### src/rtl/dma_cnt_pkg.sv
package dma_cnt_pkg;
  typedef enum logic {
    XFER_BYTE = 1'b0,
    XFER_HALF = 1'b1
  } xfer_size_e;

  localparam int unsigned CNT_W_DEF = 8;
  localparam int unsigned NUM_CH_DEF = 6;
endpackage

### src/rtl/dma_cnt_decode.sv
module dma_cnt_decode #(
  parameter int unsigned NUM_CH = 6,
  parameter int unsigned ADDR_W = 3
) (
  input  logic              clk_i,
  input  logic              rst_ni,
  input  logic              we_i,
  input  logic [ADDR_W-1:0] addr_i,
  output logic [NUM_CH-1:0] ch_we_o
);
  for (genvar i = 0; i < NUM_CH; i++) begin : g_dec
    assign ch_we_o[i] = we_i && (addr_i == ADDR_W'(i));
  end

  p_we_onehot_r9: assert property (@(posedge clk_i) disable iff (!rst_ni)
    $onehot0(ch_we_o));
  p_no_we_oob_r9: assert property (@(posedge clk_i) disable iff (!rst_ni)
    (32'(addr_i) >= NUM_CH) |-> (ch_we_o == '0));
endmodule

### src/rtl/dma_cnt_channel.sv
module dma_cnt_channel
  import dma_cnt_pkg::*;
#(
  parameter int unsigned CNT_W = 8
) (
  input  logic             clk_i,
  input  logic             rst_ni,
  input  logic             wr_i,
  input  logic [CNT_W-1:0] wdata_i,
  input  logic             done_i,
  input  xfer_size_e       size_i,
  output logic [CNT_W-1:0] cnt_o,
  output logic             tc_o
);
  logic [CNT_W-1:0] cnt_q, cnt_d;
  logic             tc_q, tc_d;
  logic             borrow;
  logic [CNT_W-1:0] step;

  // 16-bit mode: bit 0 is outside the borrow test and untouched by a step of 2
  always_comb begin
    if (size_i == XFER_HALF) begin
      borrow = (cnt_q[CNT_W-1:1] == '0);
      step   = CNT_W'(2);
    end else begin
      borrow = (cnt_q == '0);
      step   = CNT_W'(1);
    end
  end

  always_comb begin
    cnt_d = cnt_q;
    tc_d  = 1'b0;
    if (wr_i) begin
      cnt_d = wdata_i;
    end else if (done_i) begin
      cnt_d = cnt_q - step;
      tc_d  = borrow;
    end
  end

  always_ff @(posedge clk_i or negedge rst_ni) begin
    if (!rst_ni) begin
      cnt_q <= '0;
      tc_q  <= 1'b0;
    end else begin
      cnt_q <= cnt_d;
      tc_q  <= tc_d;
    end
  end

  assign cnt_o = cnt_q;
  assign tc_o  = tc_q;

  p_load_r1: assert property (@(posedge clk_i) disable iff (!rst_ni)
    wr_i |=> (cnt_q == $past(wdata_i)));
  p_byte_step_r2: assert property (@(posedge clk_i) disable iff (!rst_ni)
    (done_i && !wr_i && size_i == XFER_BYTE) |=> (cnt_q == $past(cnt_q) - CNT_W'(1)));
  p_half_step_r3: assert property (@(posedge clk_i) disable iff (!rst_ni)
    (done_i && !wr_i && size_i == XFER_HALF) |=> (cnt_q[0] == $past(cnt_q[0])));
  p_tc_pulse_r4: assert property (@(posedge clk_i) disable iff (!rst_ni)
    tc_q |=> !tc_q);
  p_tc_cause_r6: assert property (@(posedge clk_i) disable iff (!rst_ni)
    $rose(tc_q) |-> ($past(done_i) && !$past(wr_i)));
  p_wr_prio_r7: assert property (@(posedge clk_i) disable iff (!rst_ni)
    (wr_i && done_i) |=> !tc_q);
  p_idle_r1: assert property (@(posedge clk_i) disable iff (!rst_ni)
    (!wr_i && !done_i) |=> $stable(cnt_q));
endmodule

### src/rtl/dma_cnt_rdmux.sv
module dma_cnt_rdmux #(
  parameter int unsigned NUM_CH = 6,
  parameter int unsigned CNT_W  = 8,
  parameter int unsigned ADDR_W = 3
) (
  input  logic [ADDR_W-1:0]            addr_i,
  input  logic [NUM_CH-1:0][CNT_W-1:0] cnt_i,
  output logic [CNT_W-1:0]             rdata_o
);
  always_comb begin
    rdata_o = '0;
    for (int i = 0; i < NUM_CH; i++) begin
      if (addr_i == ADDR_W'(i)) rdata_o = cnt_i[i];
    end
  end
endmodule

### src/rtl/dma_xfer_counter.sv
module dma_xfer_counter
  import dma_cnt_pkg::*;
#(
  parameter int unsigned NUM_CH = NUM_CH_DEF,
  parameter int unsigned CNT_W  = CNT_W_DEF,
  parameter int unsigned ADDR_W = $clog2(NUM_CH + 1)
) (
  input  logic              clk_i,
  input  logic              rst_ni,
  input  logic [ADDR_W-1:0] reg_addr_i,
  input  logic              reg_we_i,
  input  logic [CNT_W-1:0]  reg_wdata_i,
  output logic [CNT_W-1:0]  reg_rdata_o,
  input  logic [NUM_CH-1:0] done_i,
  input  logic [NUM_CH-1:0] wide_i,
  output logic [NUM_CH-1:0] tc_o
);
  logic [NUM_CH-1:0]            ch_we;
  logic [NUM_CH-1:0][CNT_W-1:0] cnt;

  dma_cnt_decode #(.NUM_CH(NUM_CH), .ADDR_W(ADDR_W)) u_decode (
    .clk_i   (clk_i),
    .rst_ni  (rst_ni),
    .we_i    (reg_we_i),
    .addr_i  (reg_addr_i),
    .ch_we_o (ch_we)
  );

  for (genvar i = 0; i < NUM_CH; i++) begin : g_ch
    dma_cnt_channel #(.CNT_W(CNT_W)) u_ch (
      .clk_i   (clk_i),
      .rst_ni  (rst_ni),
      .wr_i    (ch_we[i]),
      .wdata_i (reg_wdata_i),
      .done_i  (done_i[i]),
      .size_i  (xfer_size_e'(wide_i[i])),
      .cnt_o   (cnt[i]),
      .tc_o    (tc_o[i])
    );
  end

  dma_cnt_rdmux #(.NUM_CH(NUM_CH), .CNT_W(CNT_W), .ADDR_W(ADDR_W)) u_rdmux (
    .addr_i  (reg_addr_i),
    .cnt_i   (cnt),
    .rdata_o (reg_rdata_o)
  );

  p_tc_needs_done_r8: assert property (@(posedge clk_i) disable iff (!rst_ni)
    ((tc_o & ~$past(done_i)) == '0));
  p_oob_read_r9: assert property (@(posedge clk_i) disable iff (!rst_ni)
    (32'(reg_addr_i) >= NUM_CH) |-> (reg_rdata_o == '0));
endmodule

### config.mk
export PLATFORM = sky130hd
export DESIGN_NAME = dma_xfer_counter
export DESIGN_NICKNAME = d
export VERILOG_FILES = /design/src/rtl/dma_cnt_pkg.sv /design/src/rtl/dma_cnt_decode.sv /design/src/rtl/dma_cnt_channel.sv /design/src/rtl/dma_cnt_rdmux.sv /design/src/rtl/dma_xfer_counter.sv
export SDC_FILE = /design/constraint.sdc
export NUM_CORES = 1
export LEC_CHECK = 0
export BUFFER_PORTS_ARGS = -buffer_cell sky130_fd_sc_hd__buf_4
export CAP_MARGIN = 20
export CELL_PAD_IN_SITES_DETAIL_PLACEMENT = 1
export CELL_PAD_IN_SITES_GLOBAL_PLACEMENT = 1
export CORE_ASPECT_RATIO = 1.25
export CORE_UTILIZATION = 50
export DETAILED_ROUTE_END_ITERATION = 12
export HOLD_SLACK_MARGIN = 0.15
export PLACE_DENSITY_LB_ADDON = 0.1
export SLEW_MARGIN = 10
export SYNTH_ARGS = -nofsm -noshare
export SYNTH_HDL_FRONTEND = slang
export SYNTH_HIERARCHICAL = 1
export SYNTH_SLANG_ARGS = --single-unit
export TNS_END_PERCENT = 100
### constraint.sdc
create_clock -name clk_i -period 5.2 [get_ports clk_i]
set_clock_uncertainty 0.15 [all_clocks]
set_input_delay 1.04 -clock clk_i [delete_from_list [all_inputs] [get_ports clk_i]]
set_output_delay 1.04 -clock clk_i [all_outputs]
set_load 0.01 [all_outputs]
# Word level (Yosys, flattened, before mapping)

Cells that the tools add are included.

Register bits: 54
Bits of input ports: 26
Output and inout bits: 14
Word-level logic and storage cells: 90

Add/subtract/negate cells: 6
Equality and inequality tests: 5
Mux-type cells: 42
Reductions and logical operators: 25

Operators with widths:

| operator                                             | count |
|---|---|
| two-way mux 8 bit                                    | 18 |
| zero test 8 bit                                      | 6 |
| subtractor 8 x 2 -> 8 bit                            | 6 |
| zero test 7 bit                                      | 6 |
| two-way mux 1 bit                                    | 18 |
| two-way mux 2 bit                                    | 6 |
| nonzero test 2 bit                                   | 6 |
| equality test 3 x 2 -> 1 bit (second input constant) | 2 |
| equality test 3 bit (second input constant)          | 2 |
| logical AND 1 bit                                    | 6 |
| equality test 3 x 1 -> 1 bit (second input constant) | 1 |
| zero test 3 bit                                      | 1 |

# Logic depth before layout (Yosys ltp)

Gate-level depths: netlist of the first run.

Word-level depth: 7
Depth in mapped cells: 6
Gate-level depth less buffers: 6

# Cells and area by module

Netlist of the first run, hierarchy kept.

By module, submodules not included:

| module                             | times used | cells each | area an instance (um2) | seq. area each (um2) |
|---|---|---|---|---|
| dma_cnt_channel (g_ch[0].u_ch ...) | 5          | 61         | 590.6                  | 225.2 |
| dma_cnt_channel (g_ch[4].u_ch)     | 1          | 64         | 599.3                  | 225.2 |
| dma_cnt_rdmux                      | 1          | 47         | 457.9                  | 0.0 |
| dma_cnt_decode                     | 1          | 6          | 75.1                   | 0.0 |

# Worst setup path before layout of the first run

OpenSTA, ideal clock, no wires.

Kind: input -> output
Start: in reg_addr_i[2]
End: out reg_rdata_o[0]
Arrival: 1.847 ns
Data required time: 4.010 ns
Path slack: 2.163 ns
Cell stages on the path: 3
Buffers on the path: 1
Cells stage by stage: clkbuf_1 nor2_2 a221oi_1

Word-level cells in the longest chain between the ends: 7
Elaborated cells on any way between the ends: 12
Classes of those cells: 5 x eq/ne; 6 x mux; 1 x reduce/logical

Ends and longest elaborated chain:

| what                            | line                   | RTL |
|---|---|---|
| start, declared                 | dma_xfer_counter.sv:10 | `input logic [ADDR_W-1:0] reg_addr_i,` |
| zero test 3 bit                 | dma_cnt_rdmux.sv:13    | `if (addr_i == ADDR_W'(i)) rdata_o = cnt_i[i];` |
| two-way mux 8 bit (5 in series) | dma_cnt_rdmux.sv:13    |  |
| two-way mux 8 bit *             | dma_cnt_rdmux.sv:13    |  |
| end, declared                   | dma_xfer_counter.sv:13 | `output logic [CNT_W-1:0] reg_rdata_o,` |

Mark *: on every way between the ends. The rest lies on a longest branch, timed or not.

# Final worst setup path of the first run

Start: in reg_addr_i[0]
End: out reg_rdata_o[1]

The elaborated chain is that of the path after synthesis.

==> results of run 1 <==
## state kept, by name (all words and copies together), names as in the netlist
register / flops
g_ch.u_ch/cnt_o: 48
g_ch.u_ch/tc_o: 6
## cells in the final DEF (no fill, tap or decap), drive strengths merged, types with 2 or more instances in the layout
master,Yosys,routed
ha,18,18
or3b,5,5
and4bb,9,9
nor3,12,12
clkbuf,12,5
mux2i,24,24
nor3b,6,6
a211o,5,5
dfrtp,54,54
a221oi,8,8
nor2b,5,5
and2,7,7
o21a,8,8
nand2b,19,19
a311o,13,13
clkinv,0,2
xnor2,6,6
nand4,6,6
or4,5,5
nor2,21,21
nor4,12,12
fa,6,6
buf,6,40
or2b,5,5
inv,31,31
mux2,12,12
nand3,6,6
a2111oi,5,5
o21ai,19,19
nand2,25,25
o31a,10,10
a21oi,19,19
and4b,2,2
and3b,6,6
a21boi,6,6
or4b,5,5
## metal layers
metal / part of all wire / vias up / GRT usage
li1: - / 1624 / -
met1: 0.43 / 1726 / 0.348
met3: 0.035 / 17 / 0.0368
met2: 0.51 / 72 / 0.500
met4: 0.021 / 0 / 0.101
met5: 0 / - / 0
## path summary, 6_finish.rpt
check / from / endpoint / cells after the start
min reg2reg: g_ch[0].u_ch/cnt_o[1] / g_ch[0].u_ch/tc_o / 1
min: g_ch[0].u_ch/cnt_o[1] / g_ch[0].u_ch/tc_o / 1
max in group asynchronous: rst_ni / g_ch[1].u_ch/cnt_o[3] / 1
max reg2reg: g_ch[2].u_ch/cnt_o[0] / g_ch[2].u_ch/cnt_o[6] / 5
max: reg_addr_i[0] / reg_rdata_o[1] / 5
min in group asynchronous: rst_ni / g_ch[3].u_ch/tc_o / 1
## logic make-up (layout without fill, tap and decap cells)
kind of cell	Yosys count	count (layout)	share of synthesized area
flops	54	54	0.331
compound gates	94	94	0.173
xor+xnor	6	6	0.0129
simple gates	159	159	0.254
buf+inv	49	78	0.0536
fa+ha+maj	24	24	0.0845
mux	36	36	0.0919
## metrics by stage
stage | std cells | utilization | total power, mW
after detailed placement | 539 | 0.562 | 1.94
after global placement | 539 | 0.562 | 1.87
after floorplan | 422 | - | 1.57
after CTS | 546 | 0.572 | 2.18
after global routing | 546 | 0.572 | 2.35
final | 546 | 0.572 | 2.18
## power breakdown
group / leakage, nW / total (mW) / internal (mW) / switching (mW)
clock: 0.0438 / 0.235 / 0.0912 / 0.144
sequential: 0.657 / 0.899 / 0.607 / 0.292
combinational: 1.28 / 1.05 / 0.524 / 0.522
total: 1.99 / 2.18 / 1.22 / 0.957
## worst reg2reg max path, delay by kind of cell, from the launching register on
family | cells | cell delay, ns
buffers and inverters | 1 | 0.11
adders and majority gates | 2 | 0.64
AOI/OAI and AO/OA | 1 | 0.32
and+or+nand+nor | 1 | 0.24
DFF | 1 | 0.44
## final cells by class
type,instances,area [um2]
tap,95,119
clock buffer,5,68.8
multi-input combinational,319,2510
inverter,31,116
fill,933,3360
timing repair buffer,40,300
clock inverter,2,10.0
sequential,54,1350
==> flow_metrics.env, run 1 <==
export IMPL_vias=3439
export IMPL_cts_buffer_depth=2
export IMPL_root_buffer="clkbuf_8"
export IMPL_synth_seq_cells=54
export IMPL_coreArea_um2=7840
export IMPL_leakage_nw=1.99
export IMPL_numPortBuffers=39
export IMPL_syn_num_nets=472
export IMPL_nets=501
export IMPL_synth_cell_type_count=46
export IMPL_ir_worst_vdd_uv=236
export IMPL_worstSetupPathType="primary input to primary output"
export IMPL_synth_area_um2=4090
export IMPL_post_place_ws_ns=1.78
export IMPL_avgSynthCellArea_um2=9.68
export IMPL_firstDrtPassIters=4
export IMPL_period_needed_ns=3.45
export IMPL_grt_total_usage=0.279
export IMPL_hp_class="flip-flop to flip-flop"
export IMPL_setup_violations=0
export IMPL_placed_area_um2=4400
export IMPL_slew_headroom=0.503
export IMPL_syn_to_final_growth_pct=9.68
export IMPL_crit_required_ns=4.01
export IMPL_ctsHoldBuffers=0
export IMPL_crit_arrival_ns=2.26
export IMPL_clock_sinks=54
export IMPL_post_drt_wl_per_cell_um=21.4
export IMPL_overflow=0
export IMPL_synthFlopType="dfrtp_1"
export IMPL_initial_core_util=0.521
export IMPL_h_tree_depth=2
export IMPL_pin_count=40
export IMPL_synth_area_leaders="dfrtp_1 (33%), mux2i_1 (5.9%), ha_1 (5.5%)"
export IMPL_hold_slack_ns=0.375
export IMPL_die_height_um=103
export IMPL_grt_max_degree=55
export IMPL_rsz0062_at_grt="no"
export IMPL_slowest_stage="buf_4"
export IMPL_async_flop_share=1.00
export IMPL_routed_via_density=6.30
export IMPL_antenna_found_initial=0
export IMPL_die_w_um=82.8
export IMPL_place_congestion=0.795
export IMPL_grt_pass1_vias=3473
export IMPL_synth_top_area_share=0.331
export IMPL_maxCapViolCount=0
export IMPL_cp_end_kind="primary output"
export IMPL_cp_common_cell="buf_4"
export IMPL_clk_pin_slew_ns=0.10
export IMPL_slew_viol_final=0
export IMPL_cp_max_fo=30
export IMPL_critPathTopFamily="buffers and inverters"
export IMPL_cp_cell_sequence="buf_4, mux2i_1, o21a_1, a221oi_1, buf_4"
export IMPL_num_antenna_cells=0
export IMPL_finalWorstSetupSlack_ns=1.75
export IMPL_cts_tree="built"
export IMPL_cts_inserted_buffers=5
export IMPL_grt_pass1_wl_um=18500
export IMPL_yosysTopAreaCell="dfrtp_1"
export IMPL_setup_tns_ns=0
export IMPL_clock_latency_ns=0.31
export IMPL_post_cts_repair_setup_buffers=0
export IMPL_hpwlAfterDp_um=8590
export IMPL_ys_seq_area_frac=0.331
export IMPL_drive_above_1_share=0.200
export IMPL_status="complete, no violations"
export IMPL_wl_um=11700
export IMPL_finalHoldViolCount=0
export IMPL_dieArea_um2=8540
export IMPL_power_density_nw_per_um2=486
export IMPL_yosysMostFrequentCell="dfrtp_1"
export IMPL_finalInstanceArea_um2=4480
export IMPL_start_kind="primary input"
export IMPL_rows=36
export IMPL_r2r_slack_ns=3.20
export IMPL_fin_crit_sh=0.663
export IMPL_synth_edff_count=0
export IMPL_cp_buffers_inverters=2
export IMPL_drtIter0Drc=203
export IMPL_ant_nets=0
export IMPL_route_detailed_drc=0
export IMPL_slowest_delay_ns=0.38
export IMPL_tightest_slew_ns=0.746
export IMPL_yosys_warnings=6
export IMPL_fmax_mhz=290
export IMPL_synth_common_cells="dfrtp_1 (54), inv_1 (31), nand2_1 (25), mux2i_1 (24), nor2_1 (20)"
export IMPL_cts_repair_resized=0
export IMPL_synth_cells=422
Note: power is estimated with default switching activity, not from simulation.
==> run 2: changes to the inputs <==
--- a/config.mk
+++ b/config.mk
@@ -10,7 +10,7 @@
 export CELL_PAD_IN_SITES_DETAIL_PLACEMENT = 1
 export CELL_PAD_IN_SITES_GLOBAL_PLACEMENT = 1
 export CORE_ASPECT_RATIO = 1.25
-export CORE_UTILIZATION = 50
+export CORE_UTILIZATION = 47
 export DETAILED_ROUTE_END_ITERATION = 12
 export HOLD_SLACK_MARGIN = 0.15
 export PLACE_DENSITY_LB_ADDON = 0.1
==> constraint.sdc (replaced) <==
create_clock -name clk_i -period 3.2 [get_ports clk_i]
set_clock_uncertainty 0.15 [all_clocks]
set_input_delay 0.64 -clock clk_i [delete_from_list [all_inputs] [get_ports clk_i]]
set_output_delay 0.64 -clock clk_i [all_outputs]
set_load 0.01 [all_outputs]
==> run 2 against run 1 <==
Against the previous run:
- cell area rose by 0.34%
- global-route usage fell by 0.81 points
- worst hold slack got worse by 0.16 ns
- die area rose by 6.2%
- via count did not move
- core utilization fell by 3.2 points
- final cell count rose by 0.55%
- critical path depth did not move
==> flow_metrics.env, run 2 (same netlist as run 1, synthesis figures left out) <==
export IMPL_post_place_ws_ns=0.590
export IMPL_maxCapViolCount=0
export IMPL_ir_worst_vdd_uv=329
export IMPL_grt_pass1_vias=3596
export IMPL_status="complete, no violations"
export IMPL_drtIter0Drc=160
export IMPL_slew_viol_final=0
export IMPL_crit_arrival_ns=1.84
export IMPL_die_w_um=85.4
export IMPL_post_cts_repair_setup_buffers=0
export IMPL_tightest_slew_ns=0.712
export IMPL_dieArea_um2=9070
export IMPL_firstDrtPassIters=4
export IMPL_place_congestion=0.786
export IMPL_grt_max_degree=55
export IMPL_crit_required_ns=2.41
export IMPL_fill_cells=958
export IMPL_antenna_found_initial=0
export IMPL_clockPowerShare=0.116
export IMPL_pin_count=40
export IMPL_fin_crit_sh=0.822
export IMPL_ant_nets=0
export IMPL_r2r_cells=4
export IMPL_wl_um=11400
export IMPL_rows=37
export IMPL_cp_max_fo=30
export IMPL_switchingPower_mw=1.54
export IMPL_final_common_cell="dfrtp_1"
export IMPL_cts_inserted_buffers=5
export IMPL_clock_sinks=54
export IMPL_fmax_mhz=380
export IMPL_post_drt_wl_per_cell_um=20.8
export IMPL_cts_repair_resized=0
export IMPL_clk_pin_slew_ns=0.10
export IMPL_route_detailed_drc=0
export IMPL_slew_headroom=0.525
export IMPL_setup_violations=0
export IMPL_power_frac_comb=0.469
export IMPL_multi_input_comb_area_um2=2510
export IMPL_grt_total_usage=0.271
export IMPL_finalWorstSetupSlack_ns=0.571
export IMPL_start_kind="primary input"
export IMPL_worstSetupPathType="primary input to primary output"
export IMPL_period_needed_ns=2.63
export IMPL_rsz0062_at_grt="no"
export IMPL_vias=3439
export IMPL_reg2reg_to="g_ch[0].u_ch/cnt_o[7]"
export IMPL_power_density_nw_per_um2=789
export IMPL_hold_slack_ns=0.219
export IMPL_cts_buffer_depth=2
export IMPL_leakage_nw=1.99
export IMPL_initial_core_util=0.490
export IMPL_netSwitchingFraction=0.434
export IMPL_r2r_slack_ns=1.25
export IMPL_clock_latency_ns=0.32
export IMPL_coreArea_um2=8330
export IMPL_ctsHoldBuffers=0
export IMPL_grt_pass1_wl_um=18700
export IMPL_r2r_start="g_ch[0].u_ch/cnt_o[1]"
export IMPL_syn_to_final_growth_pct=10.0
export IMPL_intPower_mw=2.01
export IMPL_nets=501
export IMPL_setup_tns_ns=0
export IMPL_num_antenna_cells=0
export IMPL_largest_register_ffs=48
export IMPL_p_seq_frac=0.415
export IMPL_cp_end_kind="primary output"
export IMPL_routed_via_density=6.26
export IMPL_h_tree_depth=2
export IMPL_hpwlAfterDp_um=8380
export IMPL_finalHoldViolCount=0
export IMPL_drive_above_1_share=0.199
export IMPL_overflow=0
export IMPL_die_height_um=106
export IMPL_utilization=0.539
export IMPL_numPortBuffers=39
export IMPL_seq_area_um2=1350
export IMPL_hp_class="primary input to async pin"
export IMPL_layout_common_cells="dfrtp_1 (54), buf_4 (40), inv_1 (31)"
export IMPL_root_buffer="clkbuf_8"
export IMPL_cts_tree="built"
## run 2: cell types whose count changed in the layout (fill, tap and decap cells not counted)
cell	previous run	this run
clkbuf_1	0	1
clkbuf_8	5	6
clkinv_2	2	1
## run 2: critical path: stages
cell      delay, ns
buf_4          0.39
mux2i_1        0.16
o21a_1         0.18
a221oi_1       0.27
buf_4          0.19
## run 2: area by class of cell
cell class / count / share of cell area
Inverter: 31 / 0.0259
Clock inverter: 1 / 0.00111
Clock buffer: 7 / 0.0192
Timing Repair Buffer: 40 / 0.0668
Tap cell: 97 / 0.0270
Sequential cell: 54 / 0.301
Multi-Input combinational cell: 319 / 0.559
## run 2: power by group through the flow
stage	Combinational (mW)	Sequential [mW]	Clock [mW]
2_1_floorplan	1.28	1.27	0
3_3_place_gp	1.56	1.49	0
3_5_place_dp	1.66	1.49	0
4_1_cts	1.67	1.48	0.424
5_1_grt	1.87	1.53	0.444
6_report	1.67	1.47	0.410
## run 2: per-stage QoR
stage | power [mW] | area, um2 | std cells
detailed placement | 3.15 | 4400 | 541
global placement | 3.06 | 4400 | 541
global route | 3.85 | 4500 | 549
finish | 3.55 | 4500 | 549
CTS | 3.57 | 4500 | 549
floorplan | 2.55 | 4090 | 422
## run 2: how the worst max path moves through the flow
stage | start | to | slack, ns | cells past startpoint
floorplan | reg_addr_i[2] | reg_rdata_o[0] | 0.96 | 3
global placement | reg_addr_i[0] | g_ch[5].u_ch/tc_o | 0.60 | 4
detailed placement | reg_addr_i[0] | reg_rdata_o[2] | 0.59 | 5
CTS | reg_addr_i[0] | reg_rdata_o[2] | 0.58 | 5
global route | reg_addr_i[0] | reg_rdata_o[1] | 0.51 | 5
finish | reg_addr_i[0] | reg_rdata_o[2] | 0.57 | 5
## run 2: layer usage
metal | GRT usage | vias to the layer above | part of all wire
li1 | - | 1624 | -
met3 | 0.0380 | 13 | 0.032
met2 | 0.467 | 68 | 0.50
met5 | 0 | - | 0
met1 | 0.359 | 1734 | 0.45
met4 | 0.0679 | 0 | 0.016
